`src/rtl/brctl_pkg.sv`:
```
package brctl_pkg;

    localparam int unsigned PC_W = 32;

    typedef logic [PC_W-1:0] pc_t;

    // result of the per-instruction slot arbitration
    typedef struct packed {
        logic hit;
        pc_t  target;
    } br_pick_t;

    // jump-if-true (sense=1) or jump-if-false (sense=0)
    function automatic logic br_cond_met(input logic sense, input logic guard);
        return sense == guard;
    endfunction

    function automatic pc_t pc_step(input pc_t pc);
        return pc + pc_t'(1);
    endfunction

endpackage

```
`src/rtl/brctl_select.sv`:
```
module brctl_select
    import brctl_pkg::*;
#(
    parameter int unsigned NBR = 3
) (
    input  logic [NBR-1:0]           vld,
    input  logic [NBR-1:0]           sense,
    input  logic [NBR-1:0]           guard,
    input  logic [NBR-1:0][PC_W-1:0] target,
    output br_pick_t                 pick
);

    logic [NBR-1:0] taken;

    generate
        for (genvar s = 0; s < NBR; s++) begin : g_cond
            assign taken[s] = vld[s] & br_cond_met(sense[s], guard[s]);
        end
    endgenerate

    // scan from the top slot down so the lowest taken slot is written last
    always_comb begin
        pick = '0;
        for (int s = NBR - 1; s >= 0; s--) begin
            if (taken[s]) begin
                pick.hit    = 1'b1;
                pick.target = target[s];
            end
        end
    end

endmodule

```
`src/rtl/brctl_delay.sv`:
```
module brctl_delay
    import brctl_pkg::*;
#(
    parameter int unsigned DELAY = 3
) (
    input  logic     clk,
    input  logic     rst,
    input  logic     issue,
    input  br_pick_t pick,
    output logic     fire,
    output logic     busy,
    output pc_t      tgt
);

    localparam int unsigned CNT_W = $clog2(DELAY + 1);

    logic             busy_q;
    logic [CNT_W-1:0] cnt_q;
    pc_t              tgt_q;

    assign fire = busy_q & issue & (cnt_q == CNT_W'(1));
    assign busy = busy_q;
    assign tgt  = tgt_q;

    always_ff @(posedge clk) begin
        if (rst) begin
            busy_q <= 1'b0;
            cnt_q  <= '0;
            tgt_q  <= '0;
        end else if (issue) begin
            if (busy_q) begin
                // branches inside the window are dropped
                if (cnt_q == CNT_W'(1)) begin
                    busy_q <= 1'b0;
                    cnt_q  <= '0;
                end else begin
                    cnt_q <= cnt_q - CNT_W'(1);
                end
            end else if (pick.hit) begin
                busy_q <= 1'b1;
                cnt_q  <= CNT_W'(DELAY);
                tgt_q  <= pick.target;
            end
        end
    end

    p_cnt_range_r6: assert property (@(posedge clk) disable iff (rst)
        busy_q |-> (cnt_q != '0) && (cnt_q <= CNT_W'(DELAY)));

    p_count_down_r6: assert property (@(posedge clk) disable iff (rst)
        busy_q && issue && (cnt_q > CNT_W'(1)) |=>
            busy_q && (cnt_q == $past(cnt_q) - CNT_W'(1)) && $stable(tgt_q));

    p_hold_idle_r7: assert property (@(posedge clk) disable iff (rst)
        busy_q && !issue |=> busy_q && $stable(cnt_q) && $stable(tgt_q));

endmodule

```
`src/rtl/brctl_pc.sv`:
```
module brctl_pc
    import brctl_pkg::*;
#(
    parameter pc_t RESET_PC = '0
) (
    input  logic clk,
    input  logic rst,
    input  logic stall,
    input  logic fire,
    input  pc_t  tgt,
    input  logic irq_req,
    input  pc_t  irq_vec,
    output pc_t  pc,
    output logic redirect,
    output logic irq_ack,
    output pc_t  irq_ret
);

    pc_t  pc_q, ret_q;
    logic redir_q, ack_q;
    logic take_irq;

    assign take_irq = fire & irq_req;

    always_ff @(posedge clk) begin
        if (rst) begin
            pc_q    <= RESET_PC;
            ret_q   <= '0;
            redir_q <= 1'b0;
            ack_q   <= 1'b0;
        end else begin
            redir_q <= fire;
            ack_q   <= take_irq;
            if (take_irq) begin
                ret_q <= tgt;
            end
            if (!stall) begin
                if (take_irq)  pc_q <= irq_vec;
                else if (fire) pc_q <= tgt;
                else           pc_q <= pc_step(pc_q);
            end
        end
    end

    assign pc       = pc_q;
    assign redirect = redir_q;
    assign irq_ack  = ack_q;
    assign irq_ret  = ret_q;

    p_stall_hold_r7: assert property (@(posedge clk) disable iff (rst)
        stall |=> $stable(pc_q));

    p_seq_step_r2: assert property (@(posedge clk) disable iff (rst)
        !stall && !fire |=> pc_q == pc_t'($past(pc_q) + pc_t'(1)));

    p_branch_load_r3: assert property (@(posedge clk) disable iff (rst)
        fire && !irq_req |=> pc_q == $past(tgt) && redir_q && !ack_q);

    p_irq_entry_r9: assert property (@(posedge clk) disable iff (rst)
        fire && irq_req |=> pc_q == $past(irq_vec) && ack_q && ret_q == $past(tgt));

    p_no_stray_ack_r9: assert property (@(posedge clk) disable iff (rst)
        !fire |=> !ack_q && !redir_q);

endmodule

```
`src/rtl/brctl_unit.sv`:
```
module brctl_unit
    import brctl_pkg::*;
#(
    parameter int unsigned NBR      = 3,
    parameter int unsigned DELAY    = 3,
    parameter pc_t         RESET_PC = 32'h0000_1000
) (
    input  logic                     clk,
    input  logic                     rst,
    input  logic                     instr_valid,
    input  logic                     stall,
    input  logic [NBR-1:0]           br_valid,
    input  logic [NBR-1:0]           br_sense,
    input  logic [NBR-1:0]           br_guard,
    input  logic [NBR-1:0][PC_W-1:0] br_target,
    input  logic                     irq_req,
    input  logic [PC_W-1:0]          irq_vec,
    output logic [PC_W-1:0]          fetch_pc,
    output logic                     redirect,
    output logic                     irq_ack,
    output logic [PC_W-1:0]          irq_ret
);

    logic     issue;
    br_pick_t pick;
    logic     fire, busy;
    pc_t      tgt;

    // an instruction issues only when present and not frozen
    assign issue = instr_valid & ~stall;

    brctl_select #(.NBR(NBR)) u_select (
        .vld    (br_valid),
        .sense  (br_sense),
        .guard  (br_guard),
        .target (br_target),
        .pick   (pick)
    );

    brctl_delay #(.DELAY(DELAY)) u_delay (
        .clk   (clk),
        .rst   (rst),
        .issue (issue),
        .pick  (pick),
        .fire  (fire),
        .busy  (busy),
        .tgt   (tgt)
    );

    brctl_pc #(.RESET_PC(RESET_PC)) u_pc (
        .clk      (clk),
        .rst      (rst),
        .stall    (stall),
        .fire     (fire),
        .tgt      (tgt),
        .irq_req  (irq_req),
        .irq_vec  (irq_vec),
        .pc       (fetch_pc),
        .redirect (redirect),
        .irq_ack  (irq_ack),
        .irq_ret  (irq_ret)
    );

    p_slot0_wins_r5: assert property (@(posedge clk) disable iff (rst)
        issue && !busy && br_valid[0] && (br_guard[0] == br_sense[0]) |=>
            busy && tgt == $past(br_target[0]));

    p_invalid_ignored_r8: assert property (@(posedge clk) disable iff (rst)
        !instr_valid && !busy |=> !busy);

endmodule

```
`config.mk`:
```
export PLATFORM = sky130hd
export DESIGN_NAME = brctl_unit
export DESIGN_NICKNAME = d
export VERILOG_FILES = /design/src/rtl/brctl_pkg.sv /design/src/rtl/brctl_select.sv /design/src/rtl/brctl_delay.sv /design/src/rtl/brctl_pc.sv /design/src/rtl/brctl_unit.sv
export SDC_FILE = /design/constraint.sdc
export NUM_CORES = 1
export LEC_CHECK = 0
export BUFFER_PORTS_ARGS = -buffer_cell sky130_fd_sc_hd__buf_4
export CAP_MARGIN = 40
export CORE_MARGIN = 3
export CORE_UTILIZATION = 25
export CTS_CLUSTER_SIZE = 25
export DETAILED_ROUTE_END_ITERATION = 10
export PLACE_DENSITY = 0.47
export SYNTH_ARGS = -nofsm -noshare
export SYNTH_HDL_FRONTEND = slang
export SYNTH_SLANG_ARGS = --single-unit
export TNS_END_PERCENT = 10
```
`constraint.sdc`:
```
create_clock -name clk -period 2.2 [get_ports clk]
set_input_delay 0.11 -clock clk [delete_from_list [all_inputs] [get_ports clk]]
set_output_delay 0.11 -clock clk [all_outputs]
set_load 0.05 [all_outputs]
```
---- Word level (Yosys, flattened, before mapping) ----
Cells that the tools add are included.
storage, ports and cells
  register bits after elaboration ......... 101
  input bits .............................. 142
operators by class
  add/subtract/negate cells ............... 2
  equality and inequality tests ........... 4
  mux-type cells .......................... 11
  bitwise operators ....................... 9
  reduce and logical (&&, ||, !) cells .... 3
operator list
  operator                 count
  $mux W33                 3
  $mux W32                 2
  $add A32 B1 Y32 const B  1
  $and A1 B1 Y1            7
  $mux W2                  3
  $eq A1 B1 Y1             3
  $mux W1                  3
  $reduce_and A3 Y1        1
  $eq A2 B1 Y1 const B     1
  $not A1 Y1               2
  $reduce_and A2 Y1        1
  $reduce_bool A2 Y1       1
  $sub A2 B1 Y2 const B    1

---- Longest topological paths before layout ----
Gate-level depths: netlist of run 1.
  depth after elaboration ................. 7
  gate-level depth with buffers ........... 8

---- Hierarchy ----
Synthesis of run 1 repeated with hierarchy kept, for this count alone.
second synthesis, totals
  cell total of the unflattened synthesis .. 800
  area, all modules ....................... 6259.8 um2
modules (own cells, without submodules)
  module        instances  cells each  area an instance (um2)  sequential area each (um2)
  brctl_pc      1          475         3583.4                  1321.3
  brctl_delay   1          158         1350.0                  700.7
  brctl_select  1          166         1312.5                  0.0
  brctl_unit    1          1           13.8                    0.0

---- Worst setup path after synthesis of run 1 ----
Ideal clock, no wire load.
  path kind ............................... register to register
  start ................................... register u_pc.pc_q[0], in the netlist u_pc.pc[0]
  end ..................................... register u_pc.pc_q[26], in the netlist u_pc.pc[26]
  arrival ................................. 2218 ps
  required time ........................... 2126 ps
  setup slack ............................. -92 ps
  cell stages (with the launch flop) ...... 7
  path buffers ............................ 0
  clock period less this slack ............ 2292 ps
  cell sequence ........................... dfxtp_1 > ha_1 > nand3_2 > nor3_4 > nand3_2 > or4b_1 > a31oi_1
between the ends
  word-level cells in the longest chain between the ends .. 3
ends and longest elaborated chain
  what                    RTL line         RTL
  start, declared         brctl_pc.sv:19   pc_t pc_q, ret_q;
  start signal, assigned  brctl_pc.sv:38   if (take_irq) pc_q <= irq_vec;
  start signal, assigned  brctl_pc.sv:39   else if (fire) pc_q <= tgt;
  start signal, assigned  brctl_pc.sv:40   else pc_q <= pc_step(pc_q);
  $add A32 B1 Y32         brctl_pkg.sv:19  return pc + pc_t'(1);
  $mux W32                brctl_pc.sv:39
  $mux W32                brctl_pc.sv:38
No other way between the ends.
A chain may end at the register's enable or synchronous reset.

---- Final worst setup path of run 1 ----
  start ................................... register u_pc.pc_q[20], in the netlist u_pc.pc[20]
  end ..................................... register u_pc.pc_q[29], in the netlist u_pc.pc[29]
The elaborated chain is that of the path after synthesis.

==> impl_results.md, run 1 <==
* Post-CTS Hold Fix Bufs at 0
* Most frequent cells in the layout: buf_4 (231), a21oi_1 (100), dfxtp_1 (98)
* Clock tree buffer depth at 2
* Syn-to-layout area delta at 42.68%
* Clock Skews at 0.01210 ns
* Number of synthesized register bits at 101
* Hold Crit Class: input pin to flop
* Register area at 0.002026 mm²
* Num rows at 52
* Share of synthesized area spent on multiplexers at 6.364%
* Leak at 3.104 nW
* Synth Area in Adders at 0.4731%
* Main area contributors after synthesis: dfxtp_1 (38%), a21oi_1 (9.6%), nand2_1 (6.7%), a22o_1 (5.3%), mux2i_1 (5.3%)
* DP Area at 0.007238 mm²
* DR vias/cell at 4.892
* Critical Path End Type: flop
* Post-synthesis compound-gate area fraction at 28.32%
* DR vias at 5538
* Yosys top cell area share at 38.23%
* Max Clk Rate at 0.5038 GHz
* Actual slew at the worst max-slew pin at 0.5968 ns
* Worst skew pair latency at 0.36 ns
* Simple logic cell fraction of the synthesized area at 21.15%
* Number of diodes at 0
* Nets at 1001
* Core area at 0.02049 mm²
* Max VDD drop at 269.2 µV
* Initial antenna violation count at 0
* Slew Viols, Final at 0
* Syn_nets at 811
* H-tree depth at 3
* Post-synth top area cell: dfxtp_1
* Num CTS Buffers at 9
* Post-DR wirelength/cell at 17.77 µm
* Total Neg Setup Slack at 0 ns
* Global-route wire length before repair at 30730 µm
* Final WL at 20120 µm
* Pin count of the biggest net entering global routing at 65
* Post-CTS Resized at 0
* Arr. time, crit path at 2.25 ns
* Status: finished clean
* Req. time, crit path at 2.47 ns
* DRT Pass-1 Iters at 5
* Crit path max fanout at 8
* # setup viols final at 0
* Startpoint Class: flop
* Finished Layout Cells at 1132
* Max-slew headroom at 60.21%
* Design Area, Final at 0.007546 mm²
* 1st-iter DRT viols at 304
* Total grt overflow at 0
* Die Ht at 151.5 µm
* Post-synth EDFFs at 0
* Mean Syn Cell Area at 7.929 µm²
* Largest family of logic cells by synthesized area: compound AO/OA/AOI/OAI gates
* Clk sinks at 101
* Layout cells sized above 1 at 31.79%
* GP Congestion at 0.7897
* Synthesis Warnings at 0
* RSZ-0062 raised after global routing: no
* Commonest non-fill, non-tap cell in the layout: buf_4
* XOR/XNOR share of the synthesized area at 0.8280%
* Seq/Total Area, Yosys at 38.23%
* Synth unique cells at 57
* I/O pin total at 208
* Setup CP Type: flop to flop
* Reg clk slew, reported paths at 0.08 ns
* Vias in the first global route at 5386
* Minimum clock period at 1.985 ns
* Post-CTS Setup Bufs at 0
* Hold Violations, Final at 0
* Final HPWL DP at 15220 µm
* Die width at 151.5 µm
* Area of the multi-input gates at 0.003047 mm²
* Placed insts at 1116
* Root buffer cell: clkbuf_16
* Cell Pwr Density at 564.5 mW/mm²
* Fill count at 2211
* Post-route ant nets at 0
* Top_reg_cell synth: dfxtp_1
* Synthesized area at 0.005289 mm²
* Synth Instances at 667
* CTS tree: yes
* Max Cap Viol at 0
* Total track usage at 17.27%
* Async SR Flop Fraction at 0%
* Starting Density at 25.81%
* PortBufs at 207
* Final cycle utilization of the critical path at 90.22%
* Die area at 0.02294 mm²
* # DRC at 0
-- metal layers --
layer | share of wire [%] | track usage [%]
met1 | 48 | 24.83
met2 | 45 | 26.09
met3 | 5.8 | 3.599
met4 | 1.5 | 4.896
met5 | 0 | 0
-- stage by stage --
| stage | hold WS (ns) | power, mW | worst slack, ns | utilization, % |
|---|---|---|---|---|
| 2_1_floorplan | 0.3529 | 2.272 | 0.02593 | - |
| 6_report | 0.1119 | 4.260 | 0.2152 | 36.82 |
| 3_5_place_dp | 0.4466 | 2.630 | 0.2615 | 35.32 |
| 5_1_grt | 0.1461 | 4.470 | 0.03741 | 36.82 |
| 4_1_cts | 0.09879 | 4.335 | 0.2432 | 36.82 |
| 3_3_place_gp | 0.4464 | 2.629 | 0.2852 | 35.32 |
-- worst max-delay path, cell delays in order (launching register included) --
cell	delay, ns
dfxtp_1	0.46
nand4_1	0.27
nor4_2	0.55
nand4_1	0.17
xor2_1	0.17
a221oi_1	0.27
-- cell families after synthesis --
| kind of cell | count (synthesis) |
|---|---|
| AOI/OAI and AO/OA | 233 |
| and+or+nand+nor | 229 |
| DFF | 101 |
| buffers and inverters | 64 |
| muxes | 33 |
| xor gates and xnor gates | 5 |
| adders and majority gates | 2 |
-- cell usage after synthesis, types with 9 or more instances --
| master | number |
|---|---|
| a21oi_1 | 101 |
| a22o_1 | 32 |
| a22oi_1 | 32 |
| clkbuf_1 | 46 |
| dfxtp_1 | 101 |
| inv_1 | 9 |
| mux2i_1 | 28 |
| nand2_1 | 94 |
| nand3_1 | 10 |
| nand4_1 | 12 |
| nor2_1 | 63 |
| nor3_1 | 15 |
| o21ai_0 | 16 |
| o21ai_1 | 9 |
-- sequential cells by signal (all words and copies together), names as in the netlist --
signal and count:
u_delay.tgt 32, u_pc.irq_ret 32, u_pc.pc 32, u_delay.cnt_q 2
u_delay.busy 1, u_pc.irq_ack 1, u_pc.redirect 1
-- area by class of cell --
type                            count  share of cell area, %
Multi-Input combinational cell    502                  40.37
Sequential cell                   101                  26.84
Timing Repair Buffer              234                  23.78
Tap cell                          270                  4.477
Clock buffer                        9                  2.985
Clock inverter                      7                  1.094
Inverter                            9                 0.4477
-- worst paths after layout --
path,depth (start not counted),slack [ns],from,to
max,5,0.22,u_pc.pc[20]$_SDFFE_PP0N_,u_pc.pc[29]$_SDFFE_PP0N_
min,4,0.11,irq_vec[22],u_pc.pc[22]$_SDFFE_PP0N_
max reg2reg,5,0.22,u_pc.pc[20]$_SDFFE_PP0N_,u_pc.pc[29]$_SDFFE_PP0N_
min reg2reg,2,0.46,u_pc.irq_ret[9]$_SDFFE_PP0P_,u_pc.irq_ret[9]$_SDFFE_PP0P_
-- report_power, final --
| part | internal (mW) | switching [mW] |
|---|---|---|
| combinational | 0.331 | 0.331 |
| clock | 0.902 | 0.782 |
| sequential | 1.87 | 0.0474 |
Note: power is estimated with default switching activity, not from simulation.
==> inputs of run 2 (changes only) <==
--- a/config.mk
+++ b/config.mk
@@ -9,9 +9,11 @@
 export CAP_MARGIN = 40
 export CORE_MARGIN = 3
 export CORE_UTILIZATION = 25
+export CTS_BUF_LIST = sky130_fd_sc_hd__clkbuf_8
 export CTS_CLUSTER_SIZE = 25
 export DETAILED_ROUTE_END_ITERATION = 10
 export PLACE_DENSITY = 0.47
+export RECOVER_POWER = 50
 export SYNTH_ARGS = -nofsm -noshare
 export SYNTH_HDL_FRONTEND = slang
 export SYNTH_SLANG_ARGS = --single-unit
==> run 2 against run 1 <==
Against the previous run: clock skew up 0.0065 ns; clock power down 24%; sequential cell count unchanged; critical path type unchanged; largest cell class unchanged; highest routed layer unchanged.
==> impl_results.md, run 2 (synthesized netlist as in run 1, its figures left out) <==
* Pin count of the biggest net entering global routing at 65
* Startpoint Class: flop
* Root buffer cell: clkbuf_8
* Initial antenna violation count at 0
* Post-route ant nets at 0
* Placed insts at 1116
* Final HPWL DP at 15220 µm
* Fill count at 2267
* 1st-iter DRT viols at 294
* Arr. time, crit path at 2.28 ns
* Cell Pwr Density at 535.8 mW/mm²
* Finished Layout Cells at 1132
* Worst Path Buf+Inv at 0
* Req. time, crit path at 2.50 ns
* Vias in the first global route at 5387
* Num rows at 52
* I/O pin total at 208
* Total grt overflow at 0
* H-tree depth at 3
* Crit-path most repeated cell: nand4_1
* Minimum clock period at 1.976 ns
* Max VDD drop at 293.2 µV
* Reg clk slew, reported paths at 0.12 ns
* Max Clk Rate at 0.5060 GHz
* CTS tree: yes
* Die Ht at 151.5 µm
* # setup viols final at 0
* Commonest non-fill, non-tap cell in the layout: buf_4
* Hold Violations, Final at 0
* Die width at 151.5 µm
* Pwr Total at 3.845 mW
* Number of diodes at 0
* Core area at 0.02049 mm²
* Starting Density at 25.81%
* Leak at 2.769 nW
* Num CTS Buffers at 9
* Hold slack at 0.08372 ns
* Max stage delay on crit path at 0.56 ns
* Slowest-stage cell, CP: nor4_2
* Worst-path cell chain: nand4_1 > nor4_2 > nand4_1 > xor2_1 > a221oi_1
* DR vias/cell at 4.891
* Post-CTS Setup Bufs at 0
* Most frequent cells in the layout: buf_4 (161), a21oi_1 (100), dfxtp_1 (98)
* Final WL at 20040 µm
* DR vias at 5537
* Status: finished clean
* Final cycle utilization of the critical path at 89.82%
* Clock tree buffer depth at 2
* Total Neg Setup Slack at 0 ns
* Die area at 0.02294 mm²
* Clock Skews at 0.01863 ns
* Syn-to-layout area delta at 35.70%
* Cell family with most CP delay: simple AND/OR/NAND/NOR gates
* Hold Crit Class: input pin to flop
* Post-CTS Hold Fix Bufs at 0
* Global-route wire length before repair at 30710 µm
* Nets at 1001
* Clk sinks at 101
* # DRC at 0
* Crit path max fanout at 8
* Setup CP Type: flop to flop
* PortBufs at 207
* Actual slew at the worst max-slew pin at 0.6583 ns
* Max Cap Viol at 0
* Internal reg-to-reg setup slack at 0.22 ns
* GP Congestion at 0.7897
* Max-slew headroom at 56.30%
* RSZ-0062 raised after global routing: no
* Slew Viols, Final at 0
* Post-CTS Resized at 0
* Layout cells sized above 1 at 23.90%
* DRT Pass-1 Iters at 5
* Worst skew pair latency at 0.38 ns
* Total track usage at 17.17%
* Critical Path End Type: flop
* Post-DR wirelength/cell at 17.70 µm
run 2: where the power goes:
| part | internal [mW] | switching [mW] | leakage, nW |
|---|---|---|---|
| sequential | 1.87 | 0.0466 | 0.817 |
| clock | 0.545 | 0.734 | 0.103 |
| combinational | 0.322 | 0.330 | 1.85 |
run 2: final cells by class:
type                            instances  area [µm²]  share of cell area [%]
Timing Repair Buffer                  234        1538                   21.43
Clock buffer                            9       123.9                   1.726
Tap cell                              270       337.8                   4.707
Inverter                                9       33.78                  0.4707
Clock inverter                          7       82.58                   1.151
Sequential cell                       101        2026                   28.23
Multi-Input combinational cell        502        3035                   42.29
run 2: path summary, 6_finish.rpt:
kind	from	endpoint	cells past startpoint
min	irq_vec[22]	u_pc.pc[22]$_SDFFE_PP0N_	4
max	u_pc.pc[20]$_SDFFE_PP0N_	u_pc.pc[29]$_SDFFE_PP0N_	5
min reg2reg	u_pc.irq_ret[9]$_SDFFE_PP0P_	u_pc.irq_ret[9]$_SDFFE_PP0P_	2
max reg2reg	u_pc.pc[20]$_SDFFE_PP0N_	u_pc.pc[29]$_SDFFE_PP0N_	5
run 2: stage by stage:
stage / utilization (%) / setup WS (ns) / area [µm²]
3_5_place_dp: 35.32 / 0.2615 / 7238
4_1_cts: 36.32 / 0.2385 / 7445
2_1_floorplan: - / 0.02593 / 5293
5_1_grt: 35.02 / 0.03461 / 7177
6_report: 35.02 / 0.2239 / 7177
3_3_place_gp: 35.32 / 0.2852 / 7238
run 2: layer usage:
layer / track usage (%) / vias to the layer above / share of wire [%]
li1: - / 2819 / -
met1: 24.85 / 2544 / 48
met2: 26.05 / 159 / 45
met3: 3.510 / 15 / 5.7
met4: 4.352 / 0 / 1.2
met5: 0 / - / 0
run 2: tightest hold or removal path, delay by kind of cell:
family,cells,cell delay (ns)
buffers and inverters,1,0.08
muxes,1,0.14
and+or+nand+nor,1,0.05
AOI/OAI and AO/OA,1,0.06
